### config.mk
export PLATFORM = sky130hd
export DESIGN_NAME = mdio_c45_slave
export DESIGN_NICKNAME = d
export VERILOG_FILES = /design/src/rtl/mdio_c45_pkg.sv /design/src/rtl/mdio_edge_sync.sv /design/src/rtl/mdio_frame_engine.sv /design/src/rtl/mdio_c45_regs.sv /design/src/rtl/mdio_c45_slave.sv
export SDC_FILE = /design/constraint.sdc
export NUM_CORES = 1
export LEC_CHECK = 0
export ABC_AREA = 0
export BUFFER_PORTS_ARGS = -buffer_cell sky130_fd_sc_hd__buf_2
export CORE_UTILIZATION = 23
export CTS_CLUSTER_SIZE = 28
export DETAILED_ROUTE_END_ITERATION = 12
export MAX_ROUTING_LAYER = met4
export PLACE_DENSITY = 0.51
export SLEW_MARGIN = 40
export SYNTH_ARGS = -nofsm -noshare
export SYNTH_HDL_FRONTEND = slang
export SYNTH_HIERARCHICAL = 1
export SYNTH_SLANG_ARGS = --single-unit
### constraint.sdc
create_clock -name clk -period 3.8 [get_ports clk]
set_input_delay 0.95 -clock clk [delete_from_list [all_inputs] [get_ports clk]]
set_output_delay 0.95 -clock clk [all_outputs]
set_load 0.05 [all_outputs]
### src/rtl/mdio_c45_pkg.sv
package mdio_c45_pkg;
  localparam int unsigned WORD_W     = 16;
  localparam int unsigned OP_W       = 2;
  localparam int unsigned PRT_W      = 5;
  localparam int unsigned DEV_W      = 5;
  localparam int unsigned TA_W       = 2;
  localparam int unsigned HDR_BITS   = OP_W + PRT_W + DEV_W;
  localparam int unsigned FRAME_BITS = HDR_BITS + TA_W + WORD_W;

  typedef enum logic [1:0] {
    OP_ADDR  = 2'b00,
    OP_WRITE = 2'b01,
    OP_RDINC = 2'b10,
    OP_READ  = 2'b11
  } op_e;

  typedef enum logic [1:0] {
    ST_IDLE  = 2'd0,
    ST_START = 2'd1,
    ST_FRAME = 2'd2
  } eng_e;

  localparam logic [WORD_W-1:0] RA_CTRL   = 16'd1;
  localparam logic [WORD_W-1:0] RA_TAP0   = 16'd5;
  localparam logic [WORD_W-1:0] RA_TAP1   = 16'd6;
  localparam logic [WORD_W-1:0] RA_SWING  = 16'd49;

  localparam logic [WORD_W-1:0] CTRL_WMASK = 16'h880F;
  localparam int unsigned       SRST_BIT   = 15;
  localparam int unsigned       SWING_STEP  = 16'h0492;
  localparam int unsigned       SWING_STEPS = 8;
  localparam logic [WORD_W-1:0] DEF_SWING  = WORD_W'(SWING_STEP);
endpackage

### src/rtl/mdio_edge_sync.sv
module mdio_edge_sync #(
  parameter int unsigned STAGES = 2
) (
  input  logic clk,
  input  logic rst_n,
  input  logic mdc_i,
  input  logic mdio_i,
  output logic mdc_rise,
  output logic mdc_fall,
  output logic mdio_bit
);
  logic [STAGES-1:0] mdc_pipe_q, mdc_pipe_n;
  logic [STAGES-1:0] dat_pipe_q, dat_pipe_n;
  logic              mdc_last_q, mdc_last_n;

  always_comb begin
    mdc_pipe_n = {mdc_pipe_q[STAGES-2:0], mdc_i};
    dat_pipe_n = {dat_pipe_q[STAGES-2:0], mdio_i};
    mdc_last_n = mdc_pipe_q[STAGES-1];
  end

  always_ff @(posedge clk or negedge rst_n) begin
    if (!rst_n) begin
      mdc_pipe_q <= '0;
      dat_pipe_q <= '1;
      mdc_last_q <= 1'b0;
    end else begin
      mdc_pipe_q <= mdc_pipe_n;
      dat_pipe_q <= dat_pipe_n;
      mdc_last_q <= mdc_last_n;
    end
  end

  assign mdc_rise = mdc_pipe_q[STAGES-1] & ~mdc_last_q;
  assign mdc_fall = ~mdc_pipe_q[STAGES-1] & mdc_last_q;
  assign mdio_bit = dat_pipe_q[STAGES-1];
endmodule

### src/rtl/mdio_frame_engine.sv
module mdio_frame_engine
  import mdio_c45_pkg::*;
#(
  parameter int unsigned DEV_ADDR     = 30,
  parameter int unsigned PREAMBLE_LEN = 32
) (
  input  logic              clk,
  input  logic              rst_n,
  input  logic              mgmt_en,
  input  logic [PRT_W-1:0]  port_addr,
  input  logic              rise,
  input  logic              fall,
  input  logic              bit_in,
  input  logic [WORD_W-1:0] rd_data,
  output logic [WORD_W-1:0] reg_addr,
  output logic [WORD_W-1:0] wr_data,
  output logic              wr_en,
  output logic              mdio_out,
  output logic              mdio_oe
);
  localparam int unsigned PRE_W  = $clog2(PREAMBLE_LEN + 1);
  localparam int unsigned CNT_W  = $clog2(FRAME_BITS + 1);
  localparam logic [PRE_W-1:0] PRE_MAX   = PRE_W'(PREAMBLE_LEN);
  localparam logic [CNT_W-1:0] OP_LAST   = CNT_W'(OP_W - 1);
  localparam logic [CNT_W-1:0] HDR_LAST  = CNT_W'(HDR_BITS - 1);
  localparam logic [CNT_W-1:0] TA_DRV    = CNT_W'(HDR_BITS + 1);
  localparam logic [CNT_W-1:0] DATA_LAST = CNT_W'(FRAME_BITS - 1);

  eng_e              state_q, state_n;
  logic [PRE_W-1:0]  ones_q, ones_n;
  logic [CNT_W-1:0]  cnt_q, cnt_n;
  logic [WORD_W-1:0] sh_q, sh_n;
  logic [OP_W-1:0]   op_q, op_n;
  logic              hit_q, hit_n;
  logic [WORD_W-1:0] addr_q, addr_n;
  logic [WORD_W-1:0] rd_q, rd_n;
  logic              oe_q, oe_n;
  logic              out_q, out_n;
  logic [WORD_W-1:0] word_in;

  assign word_in = {sh_q[WORD_W-2:0], bit_in};

  always_comb begin
    state_n = state_q;
    ones_n  = ones_q;
    cnt_n   = cnt_q;
    sh_n    = sh_q;
    op_n    = op_q;
    hit_n   = hit_q;
    addr_n  = addr_q;
    rd_n    = rd_q;
    oe_n    = oe_q;
    out_n   = out_q;
    wr_en   = 1'b0;
    if (!mgmt_en) begin
      state_n = ST_IDLE;
      ones_n  = '0;
      oe_n    = 1'b0;
      out_n   = 1'b0;
    end else if (rise) begin
      case (state_q)
        ST_IDLE: begin
          if (bit_in) begin
            if (ones_q != PRE_MAX) ones_n = ones_q + PRE_W'(1);
          end else if (ones_q == PRE_MAX) begin
            state_n = ST_START;
          end else begin
            ones_n = '0;
          end
        end
        ST_START: begin
          if (!bit_in) begin
            state_n = ST_FRAME;
            cnt_n   = '0;
            hit_n   = 1'b0;
          end else begin
            state_n = ST_IDLE;
            ones_n  = PRE_W'(1);
          end
        end
        ST_FRAME: begin
          sh_n  = word_in;
          cnt_n = cnt_q + CNT_W'(1);
          if (cnt_q == OP_LAST) op_n = word_in[OP_W-1:0];
          if (cnt_q == HDR_LAST)
            hit_n = (word_in[PRT_W+DEV_W-1:DEV_W] == port_addr) &&
                    (word_in[DEV_W-1:0] == DEV_W'(DEV_ADDR));
          if (cnt_q == DATA_LAST) begin
            state_n = ST_IDLE;
            ones_n  = '0;
            if (hit_q) begin
              case (op_q)
                OP_ADDR:  addr_n = word_in;
                OP_WRITE: wr_en  = 1'b1;
                OP_RDINC: addr_n = addr_q + WORD_W'(1);
                default:  ;
              endcase
            end
          end
        end
        default: state_n = ST_IDLE;
      endcase
    end else if (fall) begin
      if (state_q == ST_FRAME && hit_q && op_q[1] && cnt_q >= TA_DRV) begin
        oe_n = 1'b1;
        if (cnt_q == TA_DRV) begin
          out_n = 1'b0;
          rd_n  = rd_data;
        end else begin
          out_n = rd_q[WORD_W-1];
          rd_n  = {rd_q[WORD_W-2:0], 1'b0};
        end
      end else begin
        oe_n  = 1'b0;
        out_n = 1'b0;
      end
    end
  end

  always_ff @(posedge clk or negedge rst_n) begin
    if (!rst_n) begin
      state_q <= ST_IDLE;
      ones_q  <= '0;
      cnt_q   <= '0;
      sh_q    <= '0;
      op_q    <= '0;
      hit_q   <= 1'b0;
      addr_q  <= '0;
      rd_q    <= '0;
      oe_q    <= 1'b0;
      out_q   <= 1'b0;
    end else begin
      state_q <= state_n;
      ones_q  <= ones_n;
      cnt_q   <= cnt_n;
      sh_q    <= sh_n;
      op_q    <= op_n;
      hit_q   <= hit_n;
      addr_q  <= addr_n;
      rd_q    <= rd_n;
      oe_q    <= oe_n;
      out_q   <= out_n;
    end
  end

  assign reg_addr = addr_q;
  assign wr_data  = word_in;
  assign mdio_out = out_q;
  assign mdio_oe  = oe_q;
endmodule

### src/rtl/mdio_c45_regs.sv
module mdio_c45_regs
  import mdio_c45_pkg::*;
(
  input  logic              clk,
  input  logic              rst_n,
  input  logic              wr_en,
  input  logic [WORD_W-1:0] reg_addr,
  input  logic [WORD_W-1:0] wr_data,
  output logic [WORD_W-1:0] rd_data,
  output logic [WORD_W-1:0] ctrl_q,
  output logic [WORD_W-1:0] tap0_q,
  output logic [WORD_W-1:0] tap1_q,
  output logic [WORD_W-1:0] swing_q
);
  logic [WORD_W-1:0]      ctrl_n, tap0_n, tap1_n, swing_n;
  logic [SWING_STEPS-1:0] code_hit;
  logic                   swing_ok;

  for (genvar k = 0; k < SWING_STEPS; k++) begin : g_code
    assign code_hit[k] = (wr_data == WORD_W'(k * SWING_STEP));
  end
  assign swing_ok = |code_hit;

  always_comb begin
    ctrl_n  = ctrl_q;
    tap0_n  = tap0_q;
    tap1_n  = tap1_q;
    swing_n = swing_q;
    if (ctrl_q[SRST_BIT]) begin
      ctrl_n  = '0;
      tap0_n  = '0;
      tap1_n  = '0;
      swing_n = DEF_SWING;
    end else if (wr_en) begin
      case (reg_addr)
        RA_CTRL:  ctrl_n = wr_data & CTRL_WMASK;
        RA_TAP0:  tap0_n = wr_data;
        RA_TAP1:  tap1_n = wr_data;
        RA_SWING: if (swing_ok) swing_n = wr_data;
        default:  ;
      endcase
    end
  end

  always_comb begin
    case (reg_addr)
      RA_CTRL:  rd_data = ctrl_q;
      RA_TAP0:  rd_data = tap0_q;
      RA_TAP1:  rd_data = tap1_q;
      RA_SWING: rd_data = swing_q;
      default:  rd_data = '0;
    endcase
  end

  always_ff @(posedge clk or negedge rst_n) begin
    if (!rst_n) begin
      ctrl_q  <= '0;
      tap0_q  <= '0;
      tap1_q  <= '0;
      swing_q <= DEF_SWING;
    end else begin
      ctrl_q  <= ctrl_n;
      tap0_q  <= tap0_n;
      tap1_q  <= tap1_n;
      swing_q <= swing_n;
    end
  end
endmodule

### src/rtl/mdio_c45_slave.sv
module mdio_c45_slave
  import mdio_c45_pkg::*;
#(
  parameter int unsigned DEV_ADDR     = 30,
  parameter int unsigned PREAMBLE_LEN = 32,
  parameter int unsigned SYNC_STAGES  = 2
) (
  input  logic              clk,
  input  logic              rst_n,
  input  logic              mgmt_en,
  input  logic [PRT_W-1:0]  port_addr,
  input  logic              mdc,
  input  logic              mdio_in,
  output logic              mdio_out,
  output logic              mdio_oe,
  output logic [WORD_W-1:0] ctrl_word,
  output logic [WORD_W-1:0] deemph_tap0,
  output logic [WORD_W-1:0] deemph_tap1,
  output logic [WORD_W-1:0] swing_code
);
  logic [1:0]        rst_pipe_q;
  logic              rst_int_n;
  logic              rise, fall, bit_s;
  logic [WORD_W-1:0] reg_addr, wr_data, rd_data;
  logic              wr_en;

  always_ff @(posedge clk or negedge rst_n) begin
    if (!rst_n) rst_pipe_q <= 2'b00;
    else        rst_pipe_q <= {rst_pipe_q[0], 1'b1};
  end
  assign rst_int_n = rst_pipe_q[1];

  mdio_edge_sync #(.STAGES(SYNC_STAGES)) i_sync (
    .clk(clk), .rst_n(rst_int_n), .mdc_i(mdc), .mdio_i(mdio_in),
    .mdc_rise(rise), .mdc_fall(fall), .mdio_bit(bit_s)
  );

  mdio_frame_engine #(.DEV_ADDR(DEV_ADDR), .PREAMBLE_LEN(PREAMBLE_LEN)) i_eng (
    .clk(clk), .rst_n(rst_int_n), .mgmt_en(mgmt_en), .port_addr(port_addr),
    .rise(rise), .fall(fall), .bit_in(bit_s), .rd_data(rd_data),
    .reg_addr(reg_addr), .wr_data(wr_data), .wr_en(wr_en),
    .mdio_out(mdio_out), .mdio_oe(mdio_oe)
  );

  mdio_c45_regs i_regs (
    .clk(clk), .rst_n(rst_int_n), .wr_en(wr_en), .reg_addr(reg_addr),
    .wr_data(wr_data), .rd_data(rd_data), .ctrl_q(ctrl_word),
    .tap0_q(deemph_tap0), .tap1_q(deemph_tap1), .swing_q(swing_code)
  );
endmodule

## Yosys cells after proc, flatten, opt, wreduce, memory -nomap -nowiden

Cells that the tools add are included.

| word-level totals | value |
|---|---|
| ROM bits | 0 |
| memory bits (writable) | 0 |
| latch bits | 0 |
| register bits after elaboration | 136 |
| logic and storage cells | 143 |
| memories | 0 |
| output and inout bits | 66 |

| operators by class | value |
|---|---|
| equal/unequal tests | 35 |
| bitwise logic cells | 5 |
| divide/modulo/power cells | 0 |
| shift operators | 0 |
| multiplexer cells | 51 |
| reduce and logical (&&, ||, !) cells | 29 |
| multipliers | 0 |
| magnitude comparators | 1 |
| $add $sub $neg | 3 |

Operators by type and width:

| operator | number |
|---|---|
| two-way mux 16 bit | 14 |
| equality test 16 x 13 -> 1 bit (second input constant) | 4 |
| case mux 16 bit (4 select lines) | 1 |
| two-way mux 6 bit | 7 |
| equality test 16 x 12 -> 1 bit (second input constant) | 2 |
| equality test 16 x 3 -> 1 bit (second input constant) | 2 |
| case mux 16 bit (2 select lines) | 1 |
| case mux 6 bit (3 select lines) | 1 |
| two-way mux 1 bit | 17 |
| adder 16 x 1 -> 16 bit (second input constant) | 1 |
| equality test 16 x 1 -> 1 bit (second input constant) | 1 |
| equality test 16 x 11 -> 1 bit (second input constant) | 1 |
| equality test 16 x 6 -> 1 bit (second input constant) | 1 |
| logical NOT 16 bit | 1 |
| AND reduction 4 bit | 4 |
| nonzero test 2 bit | 8 |
| two-way mux 2 bit | 6 |
| AND reduction 6 bit | 2 |
| equality test 5 x 4 -> 1 bit (second input constant) | 2 |
| equality test 5 bit (second input constant) | 2 |
| case mux 5 bit (2 select lines) | 1 |
| AND reduction 2 bit | 4 |
| OR reduction 8 bit | 1 |
| adder 6 x 1 -> 6 bit (second input constant) | 1 |
| other kinds (24) | 39 |

## Depth between registers and ports, before layout

Gate-level depths: netlist (run 1).

| logic depth | value |
|---|---|
| depth in word-level cells | 9 |
| depth in mapped cells | 12 |
| gate-level depth less buffers | 10 |

## Cells and area by module

The synthesis (run 1) kept the hierarchy.

By module, submodules not included:

| module | cells an instance | area each (um^2) | times used | seq. area each (um^2) |
|---|---|---|---|---|
| mdio_frame_engine | 360 | 3487.1 | 1 | 1626.6 |
| mdio_c45_regs | 288 | 2671.3 | 1 | 1356.3 |
| mdio_edge_sync | 7 | 142.6 | 1 | 127.6 |
| mdio_c45_slave | 3 | 53.8 | 1 | 50.0 |

## Worst setup path after synthesis (run 1)

Ideal clock, no wire load.

| path | value |
|---|---|
| path kind | input -> register |
| start point | input mgmt_en |
| end point | register i_regs.swing_q[11] |
| stages | 9 |
| arrival | 3.095 ns |
| setup slack | 0.585 ns |
| cell sequence | nand2_1 -> or3_1 -> nor3b_1 -> or4b_1 -> a211o_1 -> nor4_4 -> buf_6 -> mux2i_1 -> nor2_1 |

| on the way | value |
|---|---|
| cells in the longest elaborated chain, start to end | 3 |

Ends and longest elaborated chain:

| item | RTL line | RTL |
|---|---|---|
| from (decl) | mdio_c45_slave.sv:10 | `input logic mgmt_en,` |
| two-way mux 1 bit | mdio_frame_engine.sv:55 | `if (!mgmt_en) begin` |
| named net wr_en | mdio_c45_slave.sv:25 | `logic wr_en;` |
| nonzero test 2 bit (no line) | - |  |
| AND reduction 3 bit (no line) | - |  |
| to (signal assigned) | mdio_c45_regs.sv:65 | `swing_q <= swing_n;` |
| to (decl) | mdio_c45_regs.sv:13 | `output logic [WORD_W-1:0] swing_q` |

The timed path passes the listed nets, and every way through them passes these cells.
A chain may end at the register's enable or synchronous reset.

## Final worst setup path (run 1)

| path | value |
|---|---|
| start point | register i_eng.cnt_q[1] |
| end point | register i_regs.swing_q[15] |

| on the way | value |
|---|---|
| cells in the longest elaborated chain, start to end | 7 |

Ends and longest elaborated chain:

| item | RTL line | RTL |
|---|---|---|
| from (decl) | mdio_frame_engine.sv:31 | `logic [CNT_W-1:0] cnt_q, cnt_n;` |
| from (signal assigned) | mdio_frame_engine.sv:135 | `cnt_q <= cnt_n;` |
| equality test 5 bit | mdio_frame_engine.sv:88 | `if (cnt_q == DATA_LAST) begin` |
| two-way mux 1 bit | mdio_frame_engine.sv:88 |  |
| two-way mux 1 bit | mdio_frame_engine.sv:61 | `case (state_q)` |
| two-way mux 1 bit | mdio_frame_engine.sv:60 | `end else if (rise) begin` |
| two-way mux 1 bit | mdio_frame_engine.sv:55 |  |
| named net wr_en | mdio_c45_slave.sv:25 |  |
| nonzero test 2 bit (no line) | - |  |
| AND reduction 3 bit (no line) | - |  |

The timed path passes the listed nets, and every way through them passes these cells.

==> impl_metrics.toml, run 1 <==
[cells_and_area]
drive_above_1_share = 0.215
layout_commonest_cell = "nand2_1"
nNetsFinal = 740
n_antenna_cell = 0
final_cell_mix = "124 x nand2_1, 119 x dfrtp_1, 65 x buf_2"
areaGrowthSynthToFinish_pct = 20.6
fillers = 2841

[synth]
ys_seq_area_frac = 0.497
syn_area_mm2 = 0.00635
syn_area_per_cell_um2 = 9.66
ys_ff_latch = 126
synth_cell_types = 67
async_flop_share = 1.00
ys_warn_count = 6
syn_inst = 658
synth-edff-count = 0
synthFlopType = "dfrtp_1"

[critical_path]
crit_arrival_ns = 3.53
cp-end-kind = "register"
critPathMaxFanout = 15
r2r-start = "i_eng/cnt_q[1]$_DFFE_PN0P_"
criticalPathCategory = "register to register"
start_kind = "register"
worst_ep_required_time_ns = 4.11
crit_start = "i_eng/cnt_q[1]$_DFFE_PN0P_"

[clocking]
h-tree-depth = 4
cts_tree = "yes"
ctsHoldBuffers = 0
cts-root-buf = "clkbuf_16"
ctsResizeCount = 0
clockBufferDepth = 2
cts_made_buffers = 17
post_cts_buffers = 0
cts.sinks = 126
clock_latency_ns = 0.43
cts.clk_slew.worst_paths_ns = 0.06

[drt]
route.detailed.drc = 0
routed_wl_um = 19000
first_pass_iters = 9
vias_per_cell = 4.91
wl_met2_um = 8620
wl_per_cell_um = 17.6
highest_layer = "met4"
m1WireLength_um = 9100
antenna_left = 0
wl_met3_um = 1050
route.vias.total = 5279
first_iter_violations = 510

[global_routing]
track_usage = 0.142
grt_overflow_total = 0
grt_pass1_vias = 4960
grt_max_degree = 125
grt_pass1_wl_um = 29800
antenna_found_initial = 0

[timing]
final-setup-viol-count = 0
fin_skew_ns = 0.0124
relSlewSlack = 0.432
hold_violations = 0
finalSetupTns_ns = 0
slew_violations = 0
period_needed_ns = 3.22
clock.fmax_ghz = 0.311
post-route-period-util = 0.847
rsz0062_at_grt = "false"
tightest_slew_ns = 0.852

[power_and_ir_drop]
p_clk_frac = 0.544
seqPwrFrac = 0.431
p_leak_nw = 3.52
swShare = 0.235
power_mw = 3.15
cell_internal_pwr_mw = 2.41
peakVddDrop_uv = 299
p_per_area_mw_per_mm2 = 411
p_comb_frac = 0.025
p_switching_uw = 738

[floorplanning]
num_rows = 60
die_h_um = 168
die_width_um = 168
dieArea_mm2 = 0.0283
ios = 76
start_util = 0.235
core_mm2 = 0.0270

[run]
maxCapViolations = 0

[run_status]
status = "finished clean"

[placement]
io_buffers = 65
place_congestion = 0.801
dp_hpwl_um = 12700

[min_path]
hold_path_class = "input port to asynchronous set/reset pin"
-- cells by family (layout without fill, tap and decap cells) --
group,after synthesis,count (layout),synth area share
xor gates and xnor gates,5,5,0.00689
muxes,47,47,0.0776
buffers and inverters,67,135,0.0516
AOI/OAI and AO/OA,150,150,0.148
and+or+nand+nor,253,253,0.202
adders and majority gates,8,8,0.0158
other,2,11,0.00118
DFF,126,126,0.497
-- final timing paths --
| check | endpoint | slack (ns) | cells past startpoint |
|---|---|---|---|
| setup reg to reg | i_regs/swing_q[15]$_DFFE_PN0P_ | 0.58 | 11 |
| hold / removal | rst_pipe_q[1]$_DFF_PN0_ | 0.30 | 1 |
| min in group clk | rst_pipe_q[1]$_DFF_PN0_ | 0.36 | 0 |
| max in group asynchronous | i_eng/reg_addr[9]$_DFFE_PN0P_ | 2.82 | 1 |
| hold reg to reg | rst_pipe_q[1]$_DFF_PN0_ | 0.36 | 0 |
| setup / recovery | i_regs/swing_q[15]$_DFFE_PN0P_ | 0.58 | 11 |
-- state kept, by name, summed over array words and instances (netlist names) --
signal             count
i_eng/cnt_q            5
i_eng/hit_q            1
i_eng/mdio_oe          1
i_eng/mdio_out         1
i_eng/ones_q           6
i_eng/op_q             2
i_eng/rd_q            16
i_eng/reg_addr        16
i_eng/sh_q            15
i_eng/state_q          2
i_regs/ctrl_q          6
i_regs/swing_q        16
i_regs/tap0_q         16
i_regs/tap1_q         16
i_sync/dat_pipe_q      2
i_sync/mdc_last_q      1
i_sync/mdc_pipe_q      2
rst_pipe_q             2
-- cells in the mapped netlist (all sizes together), types with 2 or more instances --
master / n / share of area
nand3: 26 / 0.021
or2: 2 / 0.0020
nor4: 9 / 0.019
conb: 2 / 0.0012
o2111ai: 2 / 0.0037
inv: 22 / 0.013
buf: 24 / 0.026
a211o: 2 / 0.0028
nand2: 125 / 0.074
a21o: 3 / 0.0035
nor2b: 6 / 0.0059
mux2i: 29 / 0.046
nor3b: 4 / 0.0055
a21oi: 60 / 0.047
dfrtp: 120 / 0.47
nor2: 29 / 0.017
or4b: 2 / 0.0032
a31oi: 4 / 0.0039
dfstp: 6 / 0.025
clkbuf: 21 / 0.013
nand2b: 5 / 0.0049
ha: 8 / 0.016
mux2: 18 / 0.032
nor3: 8 / 0.0071
nand4: 11 / 0.011
xnor2: 5 / 0.0069
and2: 5 / 0.0049
nor4b: 3 / 0.0051
or3: 4 / 0.0039
o31ai: 9 / 0.011
a2bb2oi: 2 / 0.0028
and3: 6 / 0.0059
o22ai: 4 / 0.0039
a222oi: 16 / 0.025
o21ai: 38 / 0.031
and4: 3 / 0.0041
-- power by group through the flow --
stage	registers [mW]	clock network, mW	logic, mW
after detailed placement	1.38	0	0.0829
final	1.36	1.71	0.0800
after global placement	1.38	0	0.0829
after CTS	1.36	1.75	0.0830
after floorplan	1.40	0	0.0488
after global routing	1.36	1.81	0.0901
-- critical path: stages, from the launching register on --
cell,delay [ns]
dfrtp_1,0.43
inv_1,0.08
ha_1,0.23
nand4_1,0.14
or3_1,0.40
nor3b_1,0.30
or4b_1,0.49
a211o_1,0.27
nor4_4,0.20
buf_4,0.27
nor2_1,0.11
and2_1,0.20
-- cell type report --
| type | count | area (um^2) | area share |
|---|---|---|---|
| clock buffer | 18 | 429 | 0.0560 |
| multi-input combinational | 474 | 2920 | 0.381 |
| tap | 341 | 427 | 0.0557 |
| sequential | 126 | 3160 | 0.413 |
| clock inverter | 14 | 184 | 0.0240 |
| timing repair buffer | 81 | 458 | 0.0598 |
| inverter | 22 | 82.6 | 0.0108 |
-- metrics by stage --
step	cell area (um^2)	utilization	hold slack (ns)	setup slack [ns]	cells
2_1_floorplan	6390	-	0.331	0.0402	667
4_1_cts	7660	0.283	0.278	0.573	1076
5_1_grt	7660	0.283	0.282	0.277	1076
6_report	7660	0.283	0.298	0.581	1076
3_5_place_dp	7050	0.261	0.342	0.226	1044
3_3_place_gp	7050	0.261	0.337	0.268	1044
-- routing by layer --
metal  up-vias  track usage
li1       2466            -
met1      2642        0.194
met2       155        0.208
met3        16       0.0315
met4         0       0.0466
met5         -            -
Note: power is estimated with default switching activity, not from simulation.
==> run 2, diff against run 1 <==
PLACE_DENSITY = 0.49   (was 0.51)
clock period = 3.2 ns   (was 3.8 ns; I/O delays follow)
==> impl_metrics.toml, run 2 (synthesis results as in run 1) <==
[run_status]
status = "finished clean"

[floorplanning]
ios = 76
die_h_um = 168
start_util = 0.235
core_mm2 = 0.0270
num_rows = 60
die_width_um = 168
dieArea_mm2 = 0.0283

[cells_and_area]
drive_above_1_share = 0.255
multi_input_area_mm2 = 0.00297
fillers = 2884
nNetsFinal = 767
areaGrowthSynthToFinish_pct = 25.3
seqCellArea_mm2 = 0.00316
final_cell_mix = "123 x nand2_1, 119 x dfrtp_1, 65 x buf_2"
postLayoutCoreUtil = 0.295
n_antenna_cell = 0
layout_commonest_cell = "nand2_1"

[placement]
place_ws_ns = -0.0928
place_congestion = 0.783
io_buffers = 65
dp_hpwl_um = 13200

[power_and_ir_drop]
p_per_area_mw_per_mm2 = 463
peakVddDrop_uv = 308
p_leak_nw = 3.69

[drt]
route.vias.total = 5352
route.detailed.drc = 0
wl_per_cell_um = 17.7
first_pass_iters = 8
antenna_left = 0
vias_per_cell = 4.85
first_iter_violations = 540
routed_wl_um = 19600

[timing]
fin_skew_ns = 0.0144
rsz0062_at_grt = "true"
setup_slack_ns = 0.0868
final-setup-viol-count = 0
clock.fmax_ghz = 0.321
hold_violations = 0
timing.hold.ws_ns = 0.148
period_needed_ns = 3.11
relSlewSlack = 0.514
post-route-period-util = 0.973
tightest_slew_ns = 0.727
slew_violations = 0
finalSetupTns_ns = 0

[clocking]
cts_tree = "yes"
cts_made_buffers = 17
h-tree-depth = 4
ctsHoldBuffers = 0
clock_latency_ns = 0.43
clockBufferDepth = 2
cts.clk_slew.worst_paths_ns = 0.06
cts.sinks = 126
cts-root-buf = "clkbuf_16"

[global_routing]
grt_pass1_wl_um = 30700
antenna_found_initial = 0
grt_pass1_vias = 5110
grt_overflow_total = 0
grt_max_degree = 39
track_usage = 0.147

[critical_path]
crit_arrival_ns = 3.46
critPathMaxFanout = 8
cp-end-kind = "register"
criticalPathCategory = "register to register"
start_kind = "register"
worst_ep_required_time_ns = 3.55

[min_path]
hold_path_class = "input port to asynchronous set/reset pin"

[run]
maxCapViolations = 0
[run 2: cell count changes in the layout (fill, tap and decap cells not counted), sizes merged]
cell / delta
buf: +26
bufinv: -1
clkbuf: +2
clkinvlp: -1
inv: +1
[run 2: per-stage QoR]
| step | area [um^2] | cells | total power [mW] |
|---|---|---|---|
| finish | 7970 | 1103 | 3.69 |
| global route | 7970 | 1103 | 3.82 |
| CTS | 7860 | 1098 | 3.74 |
| detailed placement | 7260 | 1066 | 1.74 |
| global placement | 7240 | 1065 | 1.74 |
| floorplan | 6390 | 667 | 1.71 |
[run 2: final timing paths]
| kind | start | end | slack [ns] | cells past startpoint |
|---|---|---|---|---|
| worst max-delay path | i_eng/cnt_q[1]$_DFFE_PN0P_ | i_regs/swing_q[10]$_DFFE_PN1P_ | 0.09 | 13 |
| worst min-delay path | rst_n | rst_pipe_q[0]$_DFF_PN0_ | 0.15 | 1 |
| worst max register to register | i_eng/cnt_q[1]$_DFFE_PN0P_ | i_regs/swing_q[10]$_DFFE_PN1P_ | 0.09 | 13 |
| worst min register to register | rst_pipe_q[1]$_DFF_PN0_ | i_eng/sh_q[7]$_DFFE_PN0P_ | 0.23 | 0 |
| max in group asynchronous | rst_pipe_q[1]$_DFF_PN0_ | i_regs/swing_q[10]$_DFFE_PN1P_ | 2.03 | 2 |
| min in group clk | rst_pipe_q[0]$_DFF_PN0_ | rst_pipe_q[1]$_DFF_PN0_ | 0.35 | 0 |
[run 2: repair_timing]
item                                    4_1_cts  5_1_grt
setup buffers                                 0        4
resized for setup                             0       13
endpoints found under the setup margin        0       15
[run 2: where the power goes]
| group | internal (mW) | switching (mW) |
|---|---|---|
| Clock | 1.18 | 0.792 |
| Combinational | 0.0245 | 0.0737 |
| Sequential | 1.60 | 0.0141 |
| Total | 2.81 | 0.880 |
[run 2: layout make-up]
cell class / instances / share of cell area
Sequential cell: 126 / 0.397
Multi-Input combinational cell: 474 / 0.373
Timing Repair Buffer: 108 / 0.0914
Clock buffer: 19 / 0.0556
Tap cell: 341 / 0.0536
Clock inverter: 13 / 0.0192
Inverter: 22 / 0.0104
[run 2: worst max-delay path: stages, from the launching register on]
cell	delay, ns
dfrtp_1	0.38
inv_2	0.07
ha_4	0.14
nand4_1	0.12
or3_4	0.37
nor3b_2	0.16
buf_4	0.13
or4b_4	0.45
a211o_1	0.32
nor4_4	0.25
buf_4	0.19
buf_12	0.14
nor2b_2	0.04
a211o_1	0.27
[run 2: layer usage]
| metal | wire length (um) | track usage | vias to the layer above |
|---|---|---|---|
| met3 | 1100 | 0.0301 | 20 |
| met5 | 0 | - | - |
| met1 | 9180 | 0.200 | 2668 |
| li1 | - | - | 2514 |
| met4 | 274 | 0.0490 | 0 |
| met2 | 9020 | 0.216 | 150 |
